===== config.mk =====
export PLATFORM = sky130hd
export DESIGN_NAME = hdlc_tx_ctrl
export DESIGN_NICKNAME = d
export VERILOG_FILES = /design/src/rtl/hdlc_tx_pkg.sv /design/src/rtl/hdlc_tx_poll_timer.sv /design/src/rtl/hdlc_tx_bd_ptr.sv /design/src/rtl/hdlc_tx_evt.sv /design/src/rtl/hdlc_tx_ctrl.sv
export SDC_FILE = /design/constraint.sdc
export NUM_CORES = 1
export LEC_CHECK = 0
export BUFFER_PORTS_ARGS = -buffer_cell sky130_fd_sc_hd__buf_2
export CAP_MARGIN = 20
export CORE_ASPECT_RATIO = 0.5
export CORE_MARGIN = 2
export CORE_UTILIZATION = 35
export DETAILED_ROUTE_END_ITERATION = 10
export SLEW_MARGIN = 20
export SYNTH_ARGS = -nofsm -noshare
export SYNTH_HDL_FRONTEND = slang
export SYNTH_HIERARCHICAL = 1
export SYNTH_SLANG_ARGS = --single-unit

===== constraint.sdc =====
create_clock -name clk -period 2.3 [get_ports clk]
set_clock_uncertainty 0.15 [all_clocks]
set_input_delay 0.345 -clock clk [delete_from_list [all_inputs] [get_ports clk]]
set_output_delay 0.345 -clock clk [all_outputs]
set_load 0.1 [all_outputs]

===== src/rtl/hdlc_tx_pkg.sv =====
`timescale 1ns/1ps
package hdlc_tx_pkg;

    typedef enum logic [2:0] {
        ST_IDLE_POLL     = 3'd0,
        ST_SEND          = 3'd1,
        ST_ABORT         = 3'd2,
        ST_STOPPED       = 3'd3,
        ST_GRACE_STOPPED = 3'd4
    } tx_state_e;

    typedef enum logic [1:0] {
        REQ_ONES  = 2'd0,
        REQ_FLAGS = 2'd1,
        REQ_DATA  = 2'd2,
        REQ_ABORT = 2'd3
    } line_req_e;

    localparam logic [1:0] CMD_NOP     = 2'd0;
    localparam logic [1:0] CMD_STOP    = 2'd1;
    localparam logic [1:0] CMD_GSTOP   = 2'd2;
    localparam logic [1:0] CMD_RESTART = 2'd3;

endpackage


===== src/rtl/hdlc_tx_poll_timer.sv =====
`timescale 1ns/1ps
module hdlc_tx_poll_timer #(
    parameter int TICKS = 64,
    localparam int W = $clog2(TICKS)
) (
    input  logic clk,
    input  logic rst_n,
    input  logic clear_i,
    input  logic tick_i,
    output logic expire_o
);

    logic [W-1:0] cnt_d, cnt_q;

    assign expire_o = tick_i && (cnt_q == W'(TICKS - 1));

    always_comb begin
        cnt_d = cnt_q;
        if (clear_i) begin
            cnt_d = '0;
        end else if (tick_i) begin
            cnt_d = expire_o ? '0 : cnt_q + 1'b1;
        end
    end

    always_ff @(posedge clk or negedge rst_n) begin
        if (!rst_n) cnt_q <= '0;
        else        cnt_q <= cnt_d;
    end

    AST_TIMER_IN_RANGE: assert property (@(posedge clk) disable iff (!rst_n)
        cnt_q <= W'(TICKS - 1));

endmodule


===== src/rtl/hdlc_tx_bd_ptr.sv =====
`timescale 1ns/1ps
module hdlc_tx_bd_ptr #(
    parameter int DEPTH = 8,
    localparam int PW = $clog2(DEPTH)
) (
    input  logic          clk,
    input  logic          rst_n,
    input  logic          adv_i,
    input  logic          last_i,
    output logic [PW-1:0] ptr_o
);

    logic [PW-1:0] ptr_d, ptr_q;
    logic          at_end;

    assign at_end = last_i || (ptr_q == PW'(DEPTH - 1));
    assign ptr_o  = ptr_q;

    always_comb begin
        ptr_d = ptr_q;
        if (adv_i) begin
            ptr_d = at_end ? '0 : ptr_q + 1'b1;
        end
    end

    always_ff @(posedge clk or negedge rst_n) begin
        if (!rst_n) ptr_q <= '0;
        else        ptr_q <= ptr_d;
    end

    AST_PTR_IN_RING: assert property (@(posedge clk) disable iff (!rst_n)
        ptr_q <= PW'(DEPTH - 1));

    AST_PTR_STEP: assert property (@(posedge clk) disable iff (!rst_n)
        !adv_i |=> $stable(ptr_q));

endmodule


===== src/rtl/hdlc_tx_evt.sv =====
`timescale 1ns/1ps
module hdlc_tx_evt (
    input  logic clk,
    input  logic rst_n,
    input  logic set_i,
    input  logic clr_i,
    output logic evt_o
);

    logic evt_d, evt_q;

    assign evt_o = evt_q;

    always_comb begin
        evt_d = evt_q;
        if (set_i)      evt_d = 1'b1;
        else if (clr_i) evt_d = 1'b0;
    end

    always_ff @(posedge clk or negedge rst_n) begin
        if (!rst_n) evt_q <= 1'b0;
        else        evt_q <= evt_d;
    end

    AST_EVT_STICKY: assert property (@(posedge clk) disable iff (!rst_n)
        (evt_q && !clr_i) |=> evt_q);

    AST_EVT_SET_WINS: assert property (@(posedge clk) disable iff (!rst_n)
        set_i |=> evt_q);

endmodule


===== src/rtl/hdlc_tx_ctrl.sv =====
`timescale 1ns/1ps
module hdlc_tx_ctrl
    import hdlc_tx_pkg::*;
#(
    parameter int RING_DEPTH  = 8,
    parameter int POLL_TICKS  = 64,
    parameter int ABORT_DELAY = 8,
    parameter int ABORT_BITS  = 8,
    localparam int PTR_W = $clog2(RING_DEPTH)
) (
    input  logic             clk,
    input  logic             rst_n,
    input  logic             chan_en_i,
    input  logic             poll_now_i,
    input  logic             fill_flags_i,
    input  logic             cmd_valid_i,
    input  logic [1:0]       cmd_code_i,
    input  logic             bit_en_i,
    input  logic             bd_ready_i,
    input  logic             bd_last_i,
    input  logic             frame_end_i,
    input  logic             tx_err_i,
    input  logic             evt_clr_i,
    output logic [1:0]       line_req_o,
    output logic             fifo_flush_o,
    output logic             poll_o,
    output logic [PTR_W-1:0] bd_ptr_o,
    output logic             gstop_evt_o
);

    localparam int CNT_MAX = (ABORT_DELAY > ABORT_BITS) ? ABORT_DELAY : ABORT_BITS;
    localparam int CNT_W   = $clog2(CNT_MAX + 1);
    localparam logic [CNT_W-1:0] DELAY_LAST = CNT_W'(ABORT_DELAY - 1);
    localparam logic [CNT_W-1:0] ABORT_LAST = CNT_W'(ABORT_BITS - 1);

    typedef struct packed {
        tx_state_e        st;
        logic [CNT_W-1:0] cnt;
        logic             abort_pend;
        logic             grace_pend;
        logic             flush;
        logic             poll;
    } ctl_t;

    ctl_t ctl_d, ctl_q;

    logic is_stop, is_gstop, is_restart;
    logic timer_expire, timer_clear, poll_hit;
    logic ptr_adv, evt_set;

    assign is_stop    = cmd_valid_i && (cmd_code_i == CMD_STOP);
    assign is_gstop   = cmd_valid_i && (cmd_code_i == CMD_GSTOP);
    assign is_restart = cmd_valid_i && (cmd_code_i == CMD_RESTART);

    assign poll_hit    = (ctl_q.st == ST_IDLE_POLL) && chan_en_i
                         && (poll_now_i || timer_expire);
    assign timer_clear = (ctl_q.st != ST_IDLE_POLL) || !chan_en_i || poll_hit;

    hdlc_tx_poll_timer #(.TICKS(POLL_TICKS)) u_timer (
        .clk      (clk),
        .rst_n    (rst_n),
        .clear_i  (timer_clear),
        .tick_i   (bit_en_i),
        .expire_o (timer_expire)
    );

    hdlc_tx_bd_ptr #(.DEPTH(RING_DEPTH)) u_ptr (
        .clk    (clk),
        .rst_n  (rst_n),
        .adv_i  (ptr_adv),
        .last_i (bd_last_i),
        .ptr_o  (bd_ptr_o)
    );

    hdlc_tx_evt u_evt (
        .clk   (clk),
        .rst_n (rst_n),
        .set_i (evt_set),
        .clr_i (evt_clr_i),
        .evt_o (gstop_evt_o)
    );

    always_comb begin
        ctl_d       = ctl_q;
        ctl_d.flush = 1'b0;
        ctl_d.poll  = 1'b0;
        ptr_adv     = 1'b0;
        evt_set     = 1'b0;
        unique case (ctl_q.st)
            ST_IDLE_POLL: begin
                if (is_stop) begin
                    ctl_d.st = ST_STOPPED;
                end else if (is_gstop) begin
                    ctl_d.st = ST_GRACE_STOPPED;
                    evt_set  = 1'b1;
                end else if (poll_hit) begin
                    ctl_d.poll = 1'b1;
                    if (bd_ready_i) ctl_d.st = ST_SEND;
                end
            end
            ST_SEND: begin
                if (frame_end_i) begin
                    ptr_adv = 1'b1;
                    if (ctl_q.abort_pend || is_stop) begin
                        ctl_d.st = ST_STOPPED;
                    end else if (ctl_q.grace_pend || is_gstop) begin
                        ctl_d.st = ST_GRACE_STOPPED;
                        evt_set  = 1'b1;
                    end else begin
                        ctl_d.st = ST_IDLE_POLL;
                    end
                    ctl_d.abort_pend = 1'b0;
                    ctl_d.grace_pend = 1'b0;
                    ctl_d.cnt        = '0;
                end else if (tx_err_i) begin
                    ctl_d.st         = ST_ABORT;
                    ctl_d.flush      = 1'b1;
                    ctl_d.cnt        = '0;
                    ctl_d.abort_pend = 1'b0;
                    ctl_d.grace_pend = 1'b0;
                end else if (ctl_q.abort_pend) begin
                    if (bit_en_i) begin
                        if (ctl_q.cnt == DELAY_LAST) begin
                            ctl_d.st         = ST_ABORT;
                            ctl_d.flush      = 1'b1;
                            ctl_d.cnt        = '0;
                            ctl_d.abort_pend = 1'b0;
                            ctl_d.grace_pend = 1'b0;
                        end else begin
                            ctl_d.cnt = ctl_q.cnt + 1'b1;
                        end
                    end
                end else if (is_stop) begin
                    ctl_d.abort_pend = 1'b1;
                    ctl_d.cnt        = '0;
                end else if (is_gstop) begin
                    ctl_d.grace_pend = 1'b1;
                end
            end
            ST_ABORT: begin
                if (bit_en_i) begin
                    if (ctl_q.cnt == ABORT_LAST) begin
                        ctl_d.st  = ST_STOPPED;
                        ctl_d.cnt = '0;
                    end else begin
                        ctl_d.cnt = ctl_q.cnt + 1'b1;
                    end
                end
            end
            ST_STOPPED, ST_GRACE_STOPPED: begin
                if (is_restart) ctl_d.st = ST_IDLE_POLL;
            end
            default: begin
                ctl_d = '0;
            end
        endcase
    end

    always_ff @(posedge clk or negedge rst_n) begin
        if (!rst_n) begin
            ctl_q <= '0;
        end else begin
            ctl_q <= ctl_d;
        end
    end

    always_comb begin
        unique case (ctl_q.st)
            ST_SEND:  line_req_o = REQ_DATA;
            ST_ABORT: line_req_o = REQ_ABORT;
            default:  line_req_o = fill_flags_i ? REQ_FLAGS : REQ_ONES;
        endcase
    end

    assign fifo_flush_o = ctl_q.flush;
    assign poll_o       = ctl_q.poll;

    AST_FLUSH_STARTS_ABORT: assert property (@(posedge clk) disable iff (!rst_n)
        fifo_flush_o |-> (line_req_o == REQ_ABORT));

    AST_PTR_ONLY_FROM_SEND: assert property (@(posedge clk) disable iff (!rst_n)
        (ctl_q.st != ST_SEND) |=> $stable(bd_ptr_o));

    AST_POLL_NEEDS_ENABLE: assert property (@(posedge clk) disable iff (!rst_n)
        (!chan_en_i || ctl_q.st != ST_IDLE_POLL) |=> !poll_o);

    AST_ABORT_ENDS_STOPPED: assert property (@(posedge clk) disable iff (!rst_n)
        (ctl_q.st == ST_ABORT && bit_en_i && ctl_q.cnt == ABORT_LAST)
        |=> (ctl_q.st == ST_STOPPED));

    AST_HALT_HOLDS: assert property (@(posedge clk) disable iff (!rst_n)
        ((ctl_q.st == ST_STOPPED || ctl_q.st == ST_GRACE_STOPPED) && !is_restart)
        |=> $stable(ctl_q.st));

    AST_ERR_ABORTS: assert property (@(posedge clk) disable iff (!rst_n)
        (ctl_q.st == ST_SEND && tx_err_i && !frame_end_i) |=> fifo_flush_o);

endmodule


==> summary.txt, run 1 <==
GRT
  • Vias in the first global route: 1027
  • Initial antenna violation count: 0
  • Largest net degree at the start of global routing: 22
  • First-pass GRT wire length: 4790 um
  • GRT Total Usage: 14.6%
  • Gr ovfl total: 0

Clock tree
  • TritonCTS buffer count: 3
  • CTS tree: yes
  • Later-pin clock latency in the skew report: 0.27 ns
  • H-tree Lvls: 1
  • Clock-pin transition on the worst setup and hold timing paths: 0.08 ns
  • Post-CTS setup buffers: 0
  • Root Buffer: clkbuf_8
  • Clk buf depth: 2
  • Clock sink count: 21

Timing
  • Minimum clock period: 2.18 ns
  • Crit share post-route: 94.8%
  • Final worst slack: 0.119 ns
  • Slew @ Worst Pin: 0.488 ns
  • Slew margin rel.: 67.5%
  • Setup violators final: 0
  • Max Slew Vio Count: 0
  • Hold WS: 0.146 ns
  • RSZ-0062 raised after global routing: no
  • Peak Freq: 0.458 GHz
  • Final hold violations: 0

Die
  • IO Pins: 22
  • Die W: 92.0 um
  • Cell row count: 15
  • Core area: 3570 um^2
  • Die area: 4410 um^2
  • Die height: 48.0 um
  • Starting Density: 38.0%

Layout
  • Finished Core Util: 44.6%
  • Area occupied by multi-input gates: 753 um^2
  • Layout cell share with drive strength beyond 1: 24.9%
  • Storage cell area: 526 um^2
  • Number of fill cells: 357
  • Final net count: 192
  • Ant diodes: 0
  • Commonest non-fill, non-tap cells in the layout: dfrtp_1, buf_2, nand2_1, nor2_1, inv_1
  • P&R area growth vs syn: 17.5%

Drt
  • Detail Route Antenna Nets: 0
  • Vias: 1187
  • DRT Wirelength: 2910 um
  • Drt wl/cell: 13.0 um
  • Drt initial violations: 61
  • Vias/cell: 5.30
  • Drt drc: 0
  • DRT Pass-1 Iters: 4

Logic synthesis
  • Synthesis-stage register bit count: 21
  • Xor and xnor area share after synthesis: 2.59%
  • Synth Cell Area: 1350 um^2
  • Cell variety after synth: 47
  • Sequential area share after synthesis: 38.8%
  • Synth Area in Simple Gates: 26.2%
  • Largest family of logic cells by synthesized area: simple AND/OR/NAND/NOR gates
  • Top cell type's share of synthesized area: 38.8%
  • Multiplexer share of the synthesized area: 1.85%
  • Cells after synthesis: 147
  • Synth top area cells: dfrtp_1, nand2_1, ha_1, nor2_1, a21oi_1
  • Adder-Cell Fraction of Synth Area: 3.70%
  • Syn_area_per_cell: 9.21 um^2
  • Compound-Gate Fraction of Synth Area: 20.8%
  • Post-Syn Nets: 165
  • Synth Warn #: 6
  • Area leader, netlist: dfrtp_1

Hold path
  • Hold WC Path Type: input port to flip-flop

Placed design
  • Hpwl dp: 2210 um
  • IO buf count: 21
  • Routability cong.: 0.826
  • Pre-CTS setup slack: 0.0755 ns

Critical path
  • WS Path Type: flip-flop to output pin
  • Worst Path Max Fanout: 12
  • Crit. End Element: output pin
  • Worst EP required: 1.80 ns
  • Critical Path AT: 1.69 ns
  • Critical Path Source Type: flip-flop
  • R2r setup slk: 0.18 ns

Status
  • Status: complete, no violations

Power
  • Power per cell area: 1160 nW/um^2
  • Power Total: 1.84 mW
  • Peak VDD IR: 0.000817 V
  • Leakage: 0.738 nW

Flow run
  • Max-capacitance violation count: 0
==> kinds of logic after synthesis <==
| group | count (synthesis) |
|---|---|
| muxes | 2 |
| xor gates and xnor gates | 4 |
| adders and majority gates | 4 |
| buffers and inverters | 16 |
| AOI/OAI and AO/OA | 40 |
| and+or+nand+nor | 60 |
| DFF | 21 |
==> power by group <==
group	leakage [nW]	switching, mW	internal [mW]
registers	0.286	0.0825	0.437
logic	0.427	0.759	0.311
clock network	0.0255	0.127	0.121
total	0.738	0.969	0.869
==> per-layer routing <==
metal	routed length, um	share of wire (%)	GRT usage (%)	vias to the layer above
met4	46	1.6	8.06	0
met5	0	0	0	-
li1	-	-	-	589
met3	99	3.4	3.62	4
met1	1510	52	19.3	577
met2	1260	43	22.8	17
==> per-stage QoR <==
step / instances / TNS [ns] / instance area [um^2]
after floorplan: 147 / -0.287 / 1360
after global placement: 219 / 0 / 1530
after detailed placement: 219 / 0 / 1530
after CTS: 224 / 0 / 1590
after global routing: 224 / 0 / 1590
final: 224 / 0 / 1590
==> final timing paths <==
path,depth (start not counted),start,end
max reg2reg,8,u_timer/cnt_q[0],u_timer/cnt_q[5]
min in group asynchronous,2,rst_n,ctl_q[7]
min,2,bd_last_i,u_ptr/ptr_o[1]
min reg2reg,1,u_evt/evt_o,u_evt/evt_o
max,3,ctl_q[8],line_req_o[1]
max in group asynchronous,2,rst_n,ctl_q[9]
==> Yosys cell counts, drive strengths merged <==
| library cell | instances |
|---|---|
| o211a | 1 |
| or3 | 3 |
| inv | 9 |
| a31o | 1 |
| nor2 | 13 |
| and3 | 4 |
| a21o | 2 |
| ha | 4 |
| xor2 | 4 |
| mux2i | 1 |
| a211oi | 1 |
| nand2b | 6 |
| and3b | 1 |
| nor4 | 3 |
| nand4 | 1 |
| o2bb2ai | 2 |
| o22ai | 1 |
| a32oi | 2 |
| nor4b | 1 |
| nor3b | 1 |
| nand3 | 3 |
| or3b | 2 |
| dfrtp | 21 |
| and2 | 1 |
| mux2 | 1 |
| nand3b | 2 |
| o21ai | 8 |
| clkbuf | 2 |
| o211ai | 4 |
| o31ai | 3 |
| a221oi | 1 |
| buf | 5 |
| nand2 | 14 |
| nor2b | 2 |
| or4b | 2 |
| a21oi | 8 |
| a31oi | 2 |
| a21boi | 1 |
| o2111ai | 1 |
| o32ai | 2 |
| nor3 | 1 |
==> what timing repair did <==
| item | in CTS | in global routing |
|---|---|---|
| endpoints found under the setup margin | 0 | 3 |
| hold buffers | 1 | 0 |
| hold endpoints to repair | 21 | 0 |
| resized for setup | 0 | 1 |
==> layout make-up <==
cell class                 instances  area share (%)
sequential                        21            33.0
clock buffer                       3            2.60
tap                               51            4.01
multi-input combinational        110            47.4
timing repair buffer              29            10.5
inverter                           9            2.12
clock inverter                     1           0.315
==> registers in the layout, summed over array words and instances (netlist names) <==
register       flops
ctl_q              9
fifo_flush_o       1
poll_o             1
u_evt/evt_o        1
u_ptr/ptr_o        3
u_timer/cnt_q      6
==> worst max-delay path, cell delays in order (launching register included) <==
cell      delay (ns)
dfrtp_1         0.55
nand2b_1        0.25
a21oi_2         0.18
buf_2           0.43
(Power assumes the default switching activity.)
==> run 2: changes to the inputs <==
--- a/config.mk
+++ b/config.mk
@@ -11,6 +11,7 @@
 export CORE_MARGIN = 2
 export CORE_UTILIZATION = 35
 export DETAILED_ROUTE_END_ITERATION = 10
+export SETUP_SLACK_MARGIN = 0.2
 export SLEW_MARGIN = 20
 export SYNTH_ARGS = -nofsm -noshare
 export SYNTH_HDL_FRONTEND = slang
==> summary.txt, run 2 (same netlist as run 1, synthesis figures left out) <==
Timing
  • Crit share post-route: 92.6%
  • Peak Freq: 0.470 GHz
  • Max Slew Vio Count: 0
  • Final hold violations: 0
  • Slew @ Worst Pin: 0.486 ns
  • Fin Setup TNS: 0 ns
  • Setup violators final: 0
  • RSZ-0062 raised after global routing: yes
  • Minimum clock period: 2.13 ns
  • Slew margin rel.: 67.6%

Placed design
  • Routability cong.: 0.788
  • Area after DPL: 1550 um^2
  • IO buf count: 21
  • Hpwl dp: 2250 um

Critical path
  • Crit-path slowest cell: dfrtp_1
  • Worst path top cell family by delay: simple AND/OR/NAND/NOR gates
  • Crit path buf inv count: 1
  • Crit. End Element: flip-flop
  • Critical Path Source Type: flip-flop
  • Critical Path AT: 2.13 ns
  • Crit-path cells: ha_2 > nand4_1 > nor2_2 > o211a_1 > a211oi_2 > nor4_2 > buf_4 > mux2_4
  • CP max stage delay: 0.42 ns
  • WS Path Type: flip-flop to flip-flop
  • Worst EP required: 2.30 ns
  • Worst Path Max Fanout: 4

Drt
  • Drt initial violations: 60
  • DRT Pass-1 Iters: 4
  • Vias: 1195
  • Vias/cell: 5.20
  • DRT Wirelength: 3070 um
  • Detail Route Antenna Nets: 0
  • Drt wl/cell: 13.4 um
  • Drt drc: 0

Layout
  • Largest Register: ctl_q
  • Area occupied by multi-input gates: 796 um^2
  • Max FFs per register: 9
  • Final net count: 198
  • Final design instance area without fill: 1680 um^2
  • Ant diodes: 0
  • Number of fill cells: 372
  • P&R area growth vs syn: 24.2%
  • Commonest non-fill, non-tap cells in the layout: dfrtp_1, buf_2, nand2_1, buf_4, nor2_1
  • Storage cell area: 527 um^2
  • Layout cell share with drive strength beyond 1: 31.3%

Die
  • Die area: 4410 um^2
  • Starting Density: 38.0%
  • Die height: 48.0 um
  • IO Pins: 22
  • Die W: 92.0 um
  • Cell row count: 15
  • Core area: 3570 um^2

Clock tree
  • Clk buf depth: 2
  • CTS tree: yes
  • H-tree Lvls: 1
  • TritonCTS buffer count: 3
  • Clock-pin transition on the worst setup and hold timing paths: 0.09 ns
  • Root Buffer: clkbuf_8
  • Later-pin clock latency in the skew report: 0.27 ns
  • Clock sink count: 21

GRT
  • First-pass GRT wire length: 4990 um
  • Initial antenna violation count: 0
  • GRT Total Usage: 15.1%
  • Vias in the first global route: 1066
  • Gr ovfl total: 0
  • Largest net degree at the start of global routing: 22

Power
  • Power per cell area: 1160 nW/um^2
  • Leakage: 0.770 nW
  • Peak VDD IR: 0.000590 V

Flow run
  • Max-capacitance violation count: 0

Status
  • Status: complete, no violations

Hold path
  • Hold WC Path Type: input port to flip-flop
## run 2: what timing repair did
action | CTS | global route
gates resized for setup | 2 | 6
pin swaps | 1 | 7
buffers inserted | 0 | 5
setup endpoints to repair | 6 | 9
endpoints found under the hold margin | 21 | 0
hold buffers | 1 | 0
## run 2: path summary, 6_finish.rpt
check                                 start  depth (start not counted)  slack (ns)        endpoint
min in group asynchronous             rst_n                          2        0.41       ctl_q[10]
max in group asynchronous             rst_n                          2        1.23  u_ptr/ptr_o[0]
setup / recovery           u_timer/cnt_q[0]                          8        0.17        ctl_q[8]
setup reg to reg           u_timer/cnt_q[0]                          8        0.17        ctl_q[8]
hold / removal                    bd_last_i                          2        0.14  u_ptr/ptr_o[1]
hold reg to reg                 u_evt/evt_o                          1        0.34     u_evt/evt_o
## run 2: metal layers
layer	track usage (%)	vias to the layer above	routed length [um]
met2	25.7	27	1440
met5	0	-	0
met1	19.4	567	1440
li1	-	599	-
met3	3.31	2	152
met4	6.27	0	35
## run 2: cell type report
cell class,instances,share of cell area (%)
Clock inverter,1,0.298
Clock buffer,3,2.46
Tap cell,51,3.79
Sequential cell,21,31.3
Timing Repair Buffer,35,12.8
Inverter,9,2.01
Multi-Input combinational cell,110,47.3
## run 2: metrics by stage
step	hold WS, ns	worst slack (ns)	cells	utilization [%]	power (mW)
3_5_place_dp	0.190	0.0590	220	43.5	1.64
5_1_grt	0.148	0.105	230	47.2	2.07
6_report	0.144	0.170	230	47.2	1.95
3_3_place_gp	0.189	0.163	220	43.5	1.63
2_1_floorplan	-0.101	0.216	147	-	1.40
4_1_cts	0.142	0.155	225	45.3	1.91
## run 2: worst register-to-register path: stages, from the launching register on
cell and delay, ns:
dfrtp_1 0.42, ha_2 0.21, nand4_1 0.14, nor2_2 0.19, o211a_1 0.17, a211oi_2 0.04
nor4_2 0.24, buf_4 0.16, mux2_4 0.29
## run 2: power by group
part	switching (mW)	internal, mW	total, mW
Combinational	0.809	0.380	1.19
Clock	0.134	0.121	0.255
Sequential	0.0701	0.439	0.509
Total	1.01	0.940	1.95
==> run 3: changes to the inputs <==
--- a/config.mk
+++ b/config.mk
@@ -7,10 +7,10 @@
 export LEC_CHECK = 0
 export BUFFER_PORTS_ARGS = -buffer_cell sky130_fd_sc_hd__buf_2
 export CAP_MARGIN = 20
-export CORE_ASPECT_RATIO = 0.5
 export CORE_MARGIN = 2
-export CORE_UTILIZATION = 35
+export CORE_UTILIZATION = 55
 export DETAILED_ROUTE_END_ITERATION = 10
+export PLACE_DENSITY = 0.78
 export SETUP_SLACK_MARGIN = 0.2
 export SLEW_MARGIN = 20
 export SYNTH_ARGS = -nofsm -noshare
==> summary.txt, run 3 (same netlist as run 1, synthesis figures left out) <==
Clock tree
  • Later-pin clock latency in the skew report: 0.32 ns
  • Root Buffer: clkbuf_4
  • H-tree Lvls: 1
  • TritonCTS buffer count: 3
  • Clock-pin transition on the worst setup and hold timing paths: 0.12 ns
  • Clock sink count: 21
  • Clk buf depth: 2
  • CTS tree: yes

Placed design
  • Hpwl dp: 2240 um
  • Routability cong.: 0.888
  • IO buf count: 21
  • Area after DPL: 1500 um^2

Power
  • Power per cell area: 1140 nW/um^2
  • Leakage: 0.759 nW
  • Clk pwr share: 9.9%
  • P_sw: 1.01 mW
  • Reg power frac: 28.5%
  • Int Pwr: 0.885 mW
  • Peak VDD IR: 0.00103 V
  • Comb power frac: 61.6%
  • Switching Share: 53.3%

Critical path
  • Critical Path Source Type: flip-flop
  • Worst EP required: 2.40 ns
  • Worst Path Max Fanout: 3
  • Crit Reg-Reg Endpoint: ctl_q[9]
  • R2r setup slk: 0.28 ns
  • FF-to-FF Start: u_timer/cnt_q[1]
  • WS Path Type: flip-flop to flip-flop
  • Critical Path AT: 2.12 ns
  • Crit. End Element: flip-flop
  • Reg2Reg Depth: 9

GRT
  • Vias in the first global route: 1203
  • GRT Total Usage: 25.2%
  • Largest net degree at the start of global routing: 22
  • Initial antenna violation count: 0
  • First-pass GRT wire length: 5150 um
  • Gr ovfl total: 0

Timing
  • Peak Freq: 0.494 GHz
  • Minimum clock period: 2.02 ns
  • Slew margin rel.: 67.7%
  • Setup violators final: 0
  • Fin Setup TNS: 0 ns
  • Crit share post-route: 88.0%
  • Max Slew Vio Count: 0
  • Hold WS: 0.0940 ns
  • RSZ-0062 raised after global routing: no
  • Final hold violations: 0
  • Slew @ Worst Pin: 0.488 ns

Die
  • Die height: 53.6 um
  • IO Pins: 22
  • Die W: 53.6 um
  • Cell row count: 17
  • Die area: 2870 um^2
  • Starting Density: 59.5%
  • Core area: 2280 um^2

Drt
  • DRT Pass-1 Iters: 4
  • Drt initial violations: 59
  • Vias/cell: 6.10
  • DRT Wirelength: 3220 um
  • Drt wl/cell: 15.5 um
  • Detail Route Antenna Nets: 0
  • Drt drc: 0
  • Vias: 1263

Hold path
  • Worst-case hold path end point: u_ptr/ptr_o[1]
  • Hold_sp: bd_last_i
  • WHS Path Cells: 2
  • Hold WC Path Type: input port to flip-flop

Status
  • Status: complete, no violations

Flow run
  • Max-capacitance violation count: 0

Layout
  • Ant diodes: 0
  • Commonest non-fill, non-tap cells in the layout: buf_2, dfrtp_1, nand2_1, buf_4, nor2_1
  • Largest Register: ctl_q
  • Final design instance area without fill: 1660 um^2
  • Layout cell share with drive strength beyond 1: 34.1%
  • P&R area growth vs syn: 22.7%
  • Number of fill cells: 177
  • Most common cell after layout, fill and taps aside: buf_2
  • Final net count: 198
  • Max FFs per register: 9
[run 3: layout make-up]
type / count / area (um^2) / share of cell area, %
Multi-Input combinational cell: 110 / 815 / 49.0
Sequential cell: 21 / 532 / 32.0
Timing Repair Buffer: 35 / 219 / 13.2
Tap cell: 28 / 35.0 / 2.11
Inverter: 9 / 33.8 / 2.03
Clock buffer: 3 / 22.5 / 1.36
Clock inverter: 1 / 5.00 / 0.301
[run 3: worst max-delay path by stage]
stage                     start                to  slack, ns  cells past startpoint
2_1_floorplan    u_ptr/ptr_o[1]    u_ptr/ptr_o[0]       0.22                      4
3_3_place_gp   u_timer/cnt_q[0]          ctl_q[8]       0.20                      7
3_5_place_dp   u_timer/cnt_q[0]          ctl_q[8]       0.10                      7
4_1_cts        u_timer/cnt_q[0]  u_timer/cnt_q[5]       0.20                      8
5_1_grt        u_timer/cnt_q[0]          ctl_q[9]       0.16                      9
6_report       u_timer/cnt_q[1]          ctl_q[9]       0.28                      9
[run 3: repair_timing]
item | CTS | global route
endpoints found under the setup margin | 3 | 11
buffers inserted | 1 | 7
gates cloned | 0 | 0
hold buffers | 1 | 0
pin swaps | 1 | 3
endpoints found under the hold margin | 21 | 0
resized for setup | 2 | 14
[run 3: power by group through the flow]
stage	clock [mW]	combinational, mW	sequential, mW
global route	0.200	1.24	0.556
detailed placement	0	1.06	0.545
floorplan	0	0.664	0.740
finish	0.188	1.17	0.540
global placement	0	1.04	0.537
CTS	0.191	1.09	0.540
[run 3: routing by layer]
layer	track usage, %	up-vias	share of wire (%)
li1	-	597	-
met1	32.3	611	46
met2	40.3	42	47
met3	3.33	13	4.4
met4	15.4	0	3.1
met5	0	-	0
[run 3: critical path: stages, from the launching register on]
cell      delay, ns
dfrtp_2        0.42
ha_4           0.14
nand4_1        0.16
nor2_4         0.17
o211a_1        0.15
a211oi_1       0.05
nor4_2         0.35
buf_4          0.18
a21oi_1        0.05
a31oi_1        0.13
[run 3: stage by stage]
step	power [mW]	cells	util [%]	setup slack [ns]
after detailed placement	1.60	194	65.9	0.101
after global placement	1.57	194	65.9	0.197
final	1.90	207	73.0	0.276
after floorplan	1.40	147	-	0.216
after global routing	2.00	207	73.0	0.159
after CTS	1.82	200	68.1	0.203
